**src/rtl/xfer_count_unit.sv**
```systemverilog
module xfer_count_unit #(
  parameter logic [7:0] CHIP_ID = 8'hA2,
  parameter int CMDBUF_CAP = 16,
  parameter int REM_W = 24
) (
  input  logic             clk,
  input  logic             rst_n,
  input  logic             host_we,
  input  logic [2:0]       host_addr,
  input  logic [7:0]       host_wdata,
  output logic [7:0]       host_rdata,
  input  logic             cmd_collect,
  input  logic [REM_W-1:0] remain_len,
  output logic             dma_req,
  input  logic             dma_ack,
  output logic             tc_out,
  output logic             svc_out
);
  localparam int CNT_W = 24;
  localparam int LEN_W = ((REM_W > CNT_W) ? REM_W : CNT_W) + 1;
  localparam logic [LEN_W-1:0] ZERO_LEN = LEN_W'(1 << 16);
  localparam logic [6:0] OP_XFER = 7'h10;

  logic [CNT_W-1:0] shadow, live;
  logic [LEN_W-1:0] beats;
  logic hi_wr, tc, svc, active;

  wire cmd_wr   = host_we && host_addr == 3'd3;
  wire dma_cmd  = cmd_wr && host_wdata[7];
  wire start    = dma_cmd && host_wdata[6:0] == OP_XFER;
  wire beat     = dma_req && dma_ack;
  wire last     = active && (beats == '0 || (beat && beats == LEN_W'(1)));

  wire [LEN_W-1:0] base  = (shadow == '0) ? ZERO_LEN : LEN_W'(shadow);
  wire [LEN_W-1:0] limit = cmd_collect ? LEN_W'(CMDBUF_CAP) : LEN_W'(remain_len);
  wire [LEN_W-1:0] xfer_len = (base < limit) ? base : limit;

  assign dma_req = active && beats != '0;
  assign tc_out  = tc;
  assign svc_out = svc;

  always_comb begin
    case (host_addr)
      3'd0:    host_rdata = live[7:0];
      3'd1:    host_rdata = live[15:8];
      3'd2:    host_rdata = hi_wr ? live[23:16] : CHIP_ID;
      3'd4:    host_rdata = {6'b0, svc, tc};
      default: host_rdata = 8'h00;
    endcase
  end

  always_ff @(posedge clk) begin
    if (!rst_n) begin
      shadow <= '0;
      live   <= '0;
      beats  <= '0;
      hi_wr  <= 1'b0;
      tc     <= 1'b0;
      svc    <= 1'b0;
      active <= 1'b0;
    end else begin
      if (last) begin
        tc     <= 1'b1;
        svc    <= 1'b1;
        live   <= '0;
        active <= 1'b0;
        beats  <= '0;
      end else if (beat) begin
        beats <= beats - LEN_W'(1);
        live  <= live - CNT_W'(1);
      end
      if (host_we) begin
        case (host_addr)
          3'd0: begin shadow[7:0]   <= host_wdata; tc <= 1'b0; end
          3'd1: begin shadow[15:8]  <= host_wdata; tc <= 1'b0; end
          3'd2: begin shadow[23:16] <= host_wdata; tc <= 1'b0; hi_wr <= 1'b1; end
          3'd4: if (host_wdata[1]) svc <= 1'b0;
          default: ;
        endcase
        if (dma_cmd) live <= shadow;
        if (start) begin
          beats  <= xfer_len;
          active <= 1'b1;
          tc     <= 1'b0;
        end
      end
    end
  end


  idle_hold_chk: assert property (@(posedge clk) disable iff (!rst_n)
    (!host_we && !active) |=> $stable(live));


  tc_clear_chk: assert property (@(posedge clk) disable iff (!rst_n)
    (host_we && host_addr <= 3'd2) |=> !tc_out);


  start_chk: assert property (@(posedge clk) disable iff (!rst_n)
    start |=> (!tc_out && active));


  beat_dec_chk: assert property (@(posedge clk) disable iff (!rst_n)
    (beat && beats > LEN_W'(1) && !host_we) |=> live == $past(live) - CNT_W'(1));


  finish_chk: assert property (@(posedge clk) disable iff (!rst_n)
    (last && !host_we) |=> (tc_out && svc_out && live == '0 && !dma_req));
endmodule

```
**config.mk**
```make
export PLATFORM = sky130hd
export DESIGN_NAME = xfer_count_unit
export DESIGN_NICKNAME = d
export VERILOG_FILES = /design/src/rtl/xfer_count_unit.sv
export SDC_FILE = /design/constraint.sdc
export NUM_CORES = 1
export LEC_CHECK = 0
export BUFFER_PORTS_ARGS = -buffer_cell sky130_fd_sc_hd__buf_2
export CAP_MARGIN = 0
export CORE_MARGIN = 2
export CORE_UTILIZATION = 40
export CTS_CLUSTER_DIAMETER = 120
export DETAILED_ROUTE_END_ITERATION = 8
export PLACE_DENSITY = 0.6
export SLEW_MARGIN = 20
export SYNTH_ARGS = -nofsm -noshare
export SYNTH_HDL_FRONTEND = slang
export SYNTH_SLANG_ARGS = --single-unit
```
**constraint.sdc**
```tcl
create_clock -name clk -period 2.84 [get_ports clk]
set_input_delay 0.284 -clock clk [delete_from_list [all_inputs] [get_ports clk]]
set_output_delay 0.284 -clock clk [all_outputs]
set_load 0.005 [all_outputs]
```
==> impl_metrics.env, run 1 <==
export IMPL_outcome="completed"
export IMPL_grt_pass1_vias=4863
export IMPL_cts_buffer_depth=2
export IMPL_dpl_cell_count=871
export IMPL_drt_iter0_drc=333
export IMPL_nFillCells=1253
export IMPL_clk_latency_ns=0.34
export IMPL_finalNetCount=777
export IMPL_grt_use_total_pct=24.1
export IMPL_fin_cells=887
export IMPL_finalHoldViolCount=0
export IMPL_yosys_area_share_adder_pct=6.65
export IMPL_port_buffers=50
export IMPL_via_count=5173
export IMPL_cap_violations=0
export IMPL_root_buffer="clkbuf_16"
export IMPL_synth_xor_area_share_pct=3.97
export IMPL_syn_nets=731
export IMPL_fp_dieH_microns=117
export IMPL_cp_start_kind="register"
export IMPL_wire_per_inst_microns=17.9
export IMPL_fin_crit_sh_pct=96.1
export IMPL_report_final_setup_viol=0
export IMPL_syn_inst=664
export IMPL_gp_congestion=0.915
export IMPL_critPathKind="reg2reg"
export IMPL_htreeDepth=3
export IMPL_path_clk_slew_ns=0.06
export IMPL_grt_overflow=0
export IMPL_hpwl_mm=12.0
export IMPL_fp_row_count=41
export IMPL_ys_flop_type="dfxtp_1"
export IMPL_cts_buffers=9
export IMPL_ys_warnings_count=0
export IMPL_multi_input_area_sq_um=3210
export IMPL_share_comb_of_total_power_pct=9.1
export IMPL_cp_top_family="compound AO/OA/AOI/OAI gates"
export IMPL_worstPathArrival_ns=2.96
export IMPL_p_leak_nw=2.43
export IMPL_p_int_mw=2.05
export IMPL_start_util_pct=40.6
export IMPL_netlist_area_sq_um=5080
export IMPL_swShare_pct=23.3
export IMPL_endpoint_kind="register"
export IMPL_ant_nets=0
export IMPL_path_cells="nor4_2 -> nand4_1 -> o21bai_2 -> ha_1 -> nand4_1 -> a211oi_1 -> o22a_1 -> a211oi_2 -> and2_1 -> buf_12 -> a221o_2"
export IMPL_grt_max_degree=31
export IMPL_synth_compound_area_share_pct=19.7
export IMPL_seqCellArea_sq_um=1540
export IMPL_synth_area_per_cell_sq_um=7.65
export IMPL_crit_buf_inv=1
export IMPL_cts_sinks=77
export IMPL_drv_slew=0
export IMPL_syn2layout_area_growth_pct=20.6
export IMPL_synth_edff_count=0
export IMPL_drive_above_1_share_pct=19.3
export IMPL_cts_tree="yes"
export IMPL_synth_seq_cells=77
export IMPL_max_stage_delay_ns=0.40
export IMPL_fmax_mhz=366
export IMPL_cpMostUsedCell="nand4_1"
export IMPL_synth_area_mux_share_pct=2.17
export IMPL_yosys_area_share_simple_pct=30.1
export IMPL_p_seq_share_pct=41.0
export IMPL_finalCriticalPeriod_ns=2.73
export IMPL_wl_mm=15.9
export IMPL_synth_top_family_by_area="simple AND/OR/NAND/NOR gates"
export IMPL_die_x_microns=117
export IMPL_drc=0
export IMPL_dieArea_sq_um=13600
export IMPL_pin_count=51
export IMPL_cp_max_fo=24
export IMPL_fin_skew_ns=0.00665
export IMPL_power_total_mw=2.67
export IMPL_viasPerCell=5.83
export IMPL_synth_cell_types=51
export IMPL_p_clk_share_pct=49.9
export IMPL_max_slew_margin_pct=53.8
export IMPL_powerDensity_nw_per_um2=437
export IMPL_p_sw_uw=623
export IMPL_antennaDiodeCount=0
export IMPL_crit_slowest_cell="dfxtp_1"
export IMPL_fp_coreArea_sq_um=12500
export IMPL_first_pass_iters=5
export IMPL_tightest_slew_ns=0.688
export IMPL_postCtsSetupRepairBufs=0
export IMPL_antenna_found_initial=0
export IMPL_min_path_type="in2reg"
export IMPL_async_flop_share_pct=0
export IMPL_cp_required_ns=3.07
export IMPL_ir_drop_uv=270
export IMPL_synth_seq_area_share_pct=30.4
export IMPL_grt_pass1_wl_mm=25.2
registers in the layout, indices dropped and copies added (netlist names):
signal / count
tc_out: 1
svc_out: 1
beats: 25
hi_wr: 1
active: 1
live: 24
shadow: 24
cells in the mapped netlist (all sizes together), types with 3 or more instances:
| cell type | number | area (sq um) |
|---|---|---|
| nand2 | 84 | 315 |
| dfxtp | 77 | 1540 |
| clkbuf | 55 | 206 |
| a21oi | 54 | 270 |
| nor2 | 38 | 143 |
| o21ai | 34 | 170 |
| inv | 32 | 120 |
| ha | 27 | 338 |
| nor2b | 26 | 163 |
| nor4 | 26 | 178 |
| or4 | 26 | 206 |
| a221o | 24 | 241 |
| xnor2 | 19 | 166 |
| o31ai | 18 | 135 |
| nor3 | 13 | 70.1 |
| mux2i | 11 | 110 |
| nand4 | 11 | 68.8 |
| nand3 | 9 | 45.0 |
| or3 | 9 | 60.1 |
| and2 | 7 | 43.8 |
| buf | 7 | 32.5 |
| nand2b | 7 | 43.8 |
| nand3b | 5 | 37.5 |
| a22oi | 4 | 30.0 |
| nor4b | 4 | 35.0 |
| xor2 | 4 | 35.0 |
| a211oi | 3 | 22.5 |
| and4 | 3 | 26.3 |
| o22a | 3 | 26.3 |
| o41ai | 3 | 26.3 |
| or4b | 3 | 30.0 |
cell usage in the layout (no fill, tap or decap), drive strengths merged, types with 3 or more instances in the layout:
master	Yosys	final
nor3	13	13
o21ai	34	34
or4b	3	3
bufinv	0	3
o22a	3	3
clkbuf	55	10
or3	9	9
nand3	9	9
dfxtp	77	77
a21oi	54	54
nor2	38	38
nand2	84	84
a22oi	4	4
inv	32	32
nand2b	7	7
nor4b	4	4
and2	7	7
mux2i	11	11
xnor2	19	19
ha	27	27
and4	3	3
a221o	24	24
a211oi	3	3
nand4	11	11
o31ai	18	18
or4	26	26
nor2b	26	26
nand3b	5	5
o41ai	3	3
xor2	4	4
buf	7	97
nor4	26	26
power groups by stage:
stage          Combinational [mW]  Sequential (mW)  Clock, mW
6_report                    0.243             1.09       1.33
5_1_grt                     0.269             1.09       1.39
4_1_cts                     0.237             1.09       1.35
3_5_place_dp                0.234             1.12          0
3_3_place_gp                0.231             1.12          0
2_1_floorplan               0.130             1.12          0
per-stage QoR:
step / hold slack (ns) / area [sq um] / utilization [%] / TNS [ns] / worst slack, ns
floorplan: 0.420 / 5080 / - / 0 / 0.0185
global placement: 0.464 / 5760 / 46.0 / -0.00292 / -0.00292
detailed placement: 0.480 / 5760 / 46.0 / -0.408 / -0.0608
CTS: 0.219 / 6100 / 48.8 / 0 / 0.0188
global route: 0.236 / 6120 / 48.9 / -1.71 / -0.113
finish: 0.227 / 6120 / 48.9 / 0 / 0.109
worst paths after layout:
kind,cells after the start,slack (ns),from,endpoint
min,2,0.23,rst_n,svc_out
max,11,0.11,shadow[10],beats[20]
min reg2reg,2,0.49,shadow[16],shadow[16]
max reg2reg,11,0.11,shadow[10],beats[20]
what timing repair did:
item / 4_1_cts / 5_1_grt
cloned: 0 / 0
pin swaps: 0 / 1
resized for setup: 1 / 5
hold buffers: 0 / 0
setup endpoints to repair: 24 / 24
layer usage:
metal,wire length (microns),global-route usage (%),vias to the layer above
met2,7390,38.9,164
met3,958,2.80,31
met4,384,9.33,0
li1,-,-,2491
met1,7130,33.0,2487
met5,0,0,-
cell families (layout without fill, tap and decap cells):
kind of cell,Yosys count,after routing
compound gates,153,153
xor+xnor,23,23
fa+ha+maj,27,27
buf+inv,94,145
flops,77,77
mux,11,11
simple gates,279,279
worst register-to-register path: stages (launching register included):
cell and delay, ns:
dfxtp_1 0.40, nor4_2 0.29, nand4_1 0.21, o21bai_2 0.23, ha_1 0.16, nand4_1 0.11, a211oi_1 0.24, o22a_1 0.19
a211oi_2 0.05, and2_1 0.18, buf_12 0.16, a221o_2 0.39
layout make-up:
cell class                 instances  share of cell area, %
multi-input combinational        493                   52.5
sequential                        77                   25.2
timing repair buffer              97                   11.3
clock buffer                      10                   3.74
tap                              172                   3.52
inverter                          32                   1.96
clock inverter                     6                   1.82
Note: power is estimated with default switching activity, not from simulation.
==> inputs of run 2 (changes only) <==
- CTS_BUF_LIST: unset -> sky130_fd_sc_hd__clkbuf_4
==> run 2 against run 1 <==
  * Flip-flop and latch count is the same
  * Worst setup slack lost 0.012 ns
  * Combinational power is essentially flat
  * Fmax shrank 0.42%
  * First-iteration DRC count grew 15%
  * Worst hold slack lost 0.12 ns
  * Register-to-register slack gained 0.06 ns
  * Routed wire length grew 0.21%
  * Critical path depth shrank 4
  * Critical path type is now reg2out
  * Critical endpoint is now dma_req
==> impl_metrics.env, run 2 (synthesis results as in run 1) <==
export IMPL_outcome="completed"
export IMPL_drive_above_1_share_pct=20.4
export IMPL_die_x_microns=117
export IMPL_hpwl_mm=12.0
export IMPL_htreeDepth=3
export IMPL_report_final_setup_viol=0
export IMPL_largest_register_ffs=25
export IMPL_dpl_worst_slack_ns=-0.0608
export IMPL_ir_drop_uv=170
export IMPL_fin_crit_sh_pct=96.6
export IMPL_cp_start_kind="register"
export IMPL_swShare_pct=25.7
export IMPL_cap_violations=0
export IMPL_grt_use_total_pct=23.9
export IMPL_p_seq_share_pct=49.4
export IMPL_max_slew_margin_pct=54.7
export IMPL_fin_cells=890
export IMPL_finalCriticalPeriod_ns=2.74
export IMPL_cts_buffers=9
export IMPL_wl_mm=15.9
export IMPL_grt_pass1_vias=4851
export IMPL_p_int_mw=1.65
export IMPL_path_clk_slew_ns=0.13
export IMPL_via_count=5177
export IMPL_dieArea_sq_um=13600
export IMPL_tns_ns=0
export IMPL_share_comb_of_total_power_pct=11.0
export IMPL_setup_ws_ns=0.0978
export IMPL_multi_input_area_sq_um=3220
export IMPL_root_buffer="clkbuf_4"
export IMPL_gp_congestion=0.915
export IMPL_cp_max_fo=10
export IMPL_top_register="beats"
export IMPL_cts_sinks=77
export IMPL_finalNetCount=779
export IMPL_endpoint_kind="output pin"
export IMPL_hold_start="rst_n"
export IMPL_nFillCells=1283
export IMPL_finalHoldViolCount=0
export IMPL_port_buffers=50
export IMPL_worstPathArrival_ns=2.46
export IMPL_final_common_cell="nand2_1"
export IMPL_drc=0
export IMPL_first_pass_iters=7
export IMPL_fin_skew_ns=0.0131
export IMPL_fmax_mhz=365
export IMPL_reg_top3="beats x25, live x24, shadow x24"
export IMPL_dpl_cell_count=871
export IMPL_tightest_slew_ns=0.674
export IMPL_dpl_cell_area_sq_um=5760
export IMPL_start_util_pct=40.6
export IMPL_fp_coreArea_sq_um=12500
export IMPL_p_sw_uw=570
export IMPL_cp_required_ns=2.56
export IMPL_drv_slew=0
export IMPL_powerDensity_nw_per_um2=369
export IMPL_syn2layout_area_growth_pct=18.1
export IMPL_fp_dieH_microns=117
export IMPL_antenna_found_initial=0
export IMPL_cts_buffer_depth=2
export IMPL_fp_row_count=41
export IMPL_p_clk_share_pct=39.6
export IMPL_startpoint="beats[2]"
export IMPL_min_path_type="in2reg"
export IMPL_viasPerCell=5.82
export IMPL_timing_rr_start="shadow[10]"
export IMPL_p_leak_nw=2.37
export IMPL_stdcell_area_sq_um=6000
export IMPL_cts_tree="yes"
export IMPL_drt_iter0_drc=383
export IMPL_grt_pass1_wl_mm=25.1
export IMPL_ant_nets=0
export IMPL_final_cell_mix="nand2_1, dfxtp_1, a21oi_1"
export IMPL_wire_per_inst_microns=17.9
export IMPL_grt_max_degree=31
export IMPL_grt_overflow=0
export IMPL_seqCellArea_sq_um=1550
export IMPL_critPathKind="reg2out"
export IMPL_clk_latency_ns=0.45
export IMPL_pin_count=51
## run 2: cell count changes in the layout (fill, tap and decap cells not counted), sizes merged
cell and change:
buf +2, diode +1
## run 2: critical path, stage by stage (launching register included)
cell	delay, ns
dfxtp_2	0.38
or4_4	0.54
buf_4	0.17
nor4_4	0.31
nand4_1	0.14
buf_4	0.21
and2_1	0.16
buf_2	0.12
## run 2: worst paths after layout
path / end / slack, ns / cells past startpoint
worst min-delay path: svc_out / 0.11 / 2
worst max-delay path: dma_req / 0.1 / 7
worst min register to register: shadow[16] / 0.50 / 2
worst max register to register: beats[20] / 0.17 / 11
## run 2: per-stage QoR
stage,hold WS (ns),util [%],power (mW)
finish,0.111,47.9,2.22
detailed placement,0.480,46.0,1.35
global route,0.0925,47.9,2.30
CTS,0.0965,47.5,2.22
global placement,0.464,46.0,1.35
floorplan,0.420,-,1.25
## run 2: what timing repair did
item | in CTS | in global routing
pin swaps | 0 | 2
buffers inserted | 0 | 2
hold buffers | 0 | 0
gates resized for setup | 1 | 9
setup endpoints to repair | 24 | 25
## run 2: cell type report
class                      count  share of cell area [%]
multi-input combinational    493                    53.7
tap                          172                    3.59
antenna                        1                  0.0417
sequential                    77                    25.8
timing repair buffer          99                    11.8
inverter                      32                    2.00
clock buffer                  10                    1.25
clock inverter                 6                    1.86
## run 2: power groups by stage
stage | registers [mW] | clock network, mW | logic, mW
global route | 1.10 | 0.935 | 0.270
CTS | 1.09 | 0.888 | 0.236
finish | 1.09 | 0.878 | 0.243
floorplan | 1.12 | 0 | 0.130
detailed placement | 1.12 | 0 | 0.234
global placement | 1.12 | 0 | 0.231
## run 2: metal layers
metal  vias up  routed length, microns  global-route usage, %
met2       168                    7450                   38.7
li1       2499                       -                      -
met4         0                     287                   8.47
met5         -                       0                      0
met3        23                     843                   2.59
met1      2487                    7310                   33.2
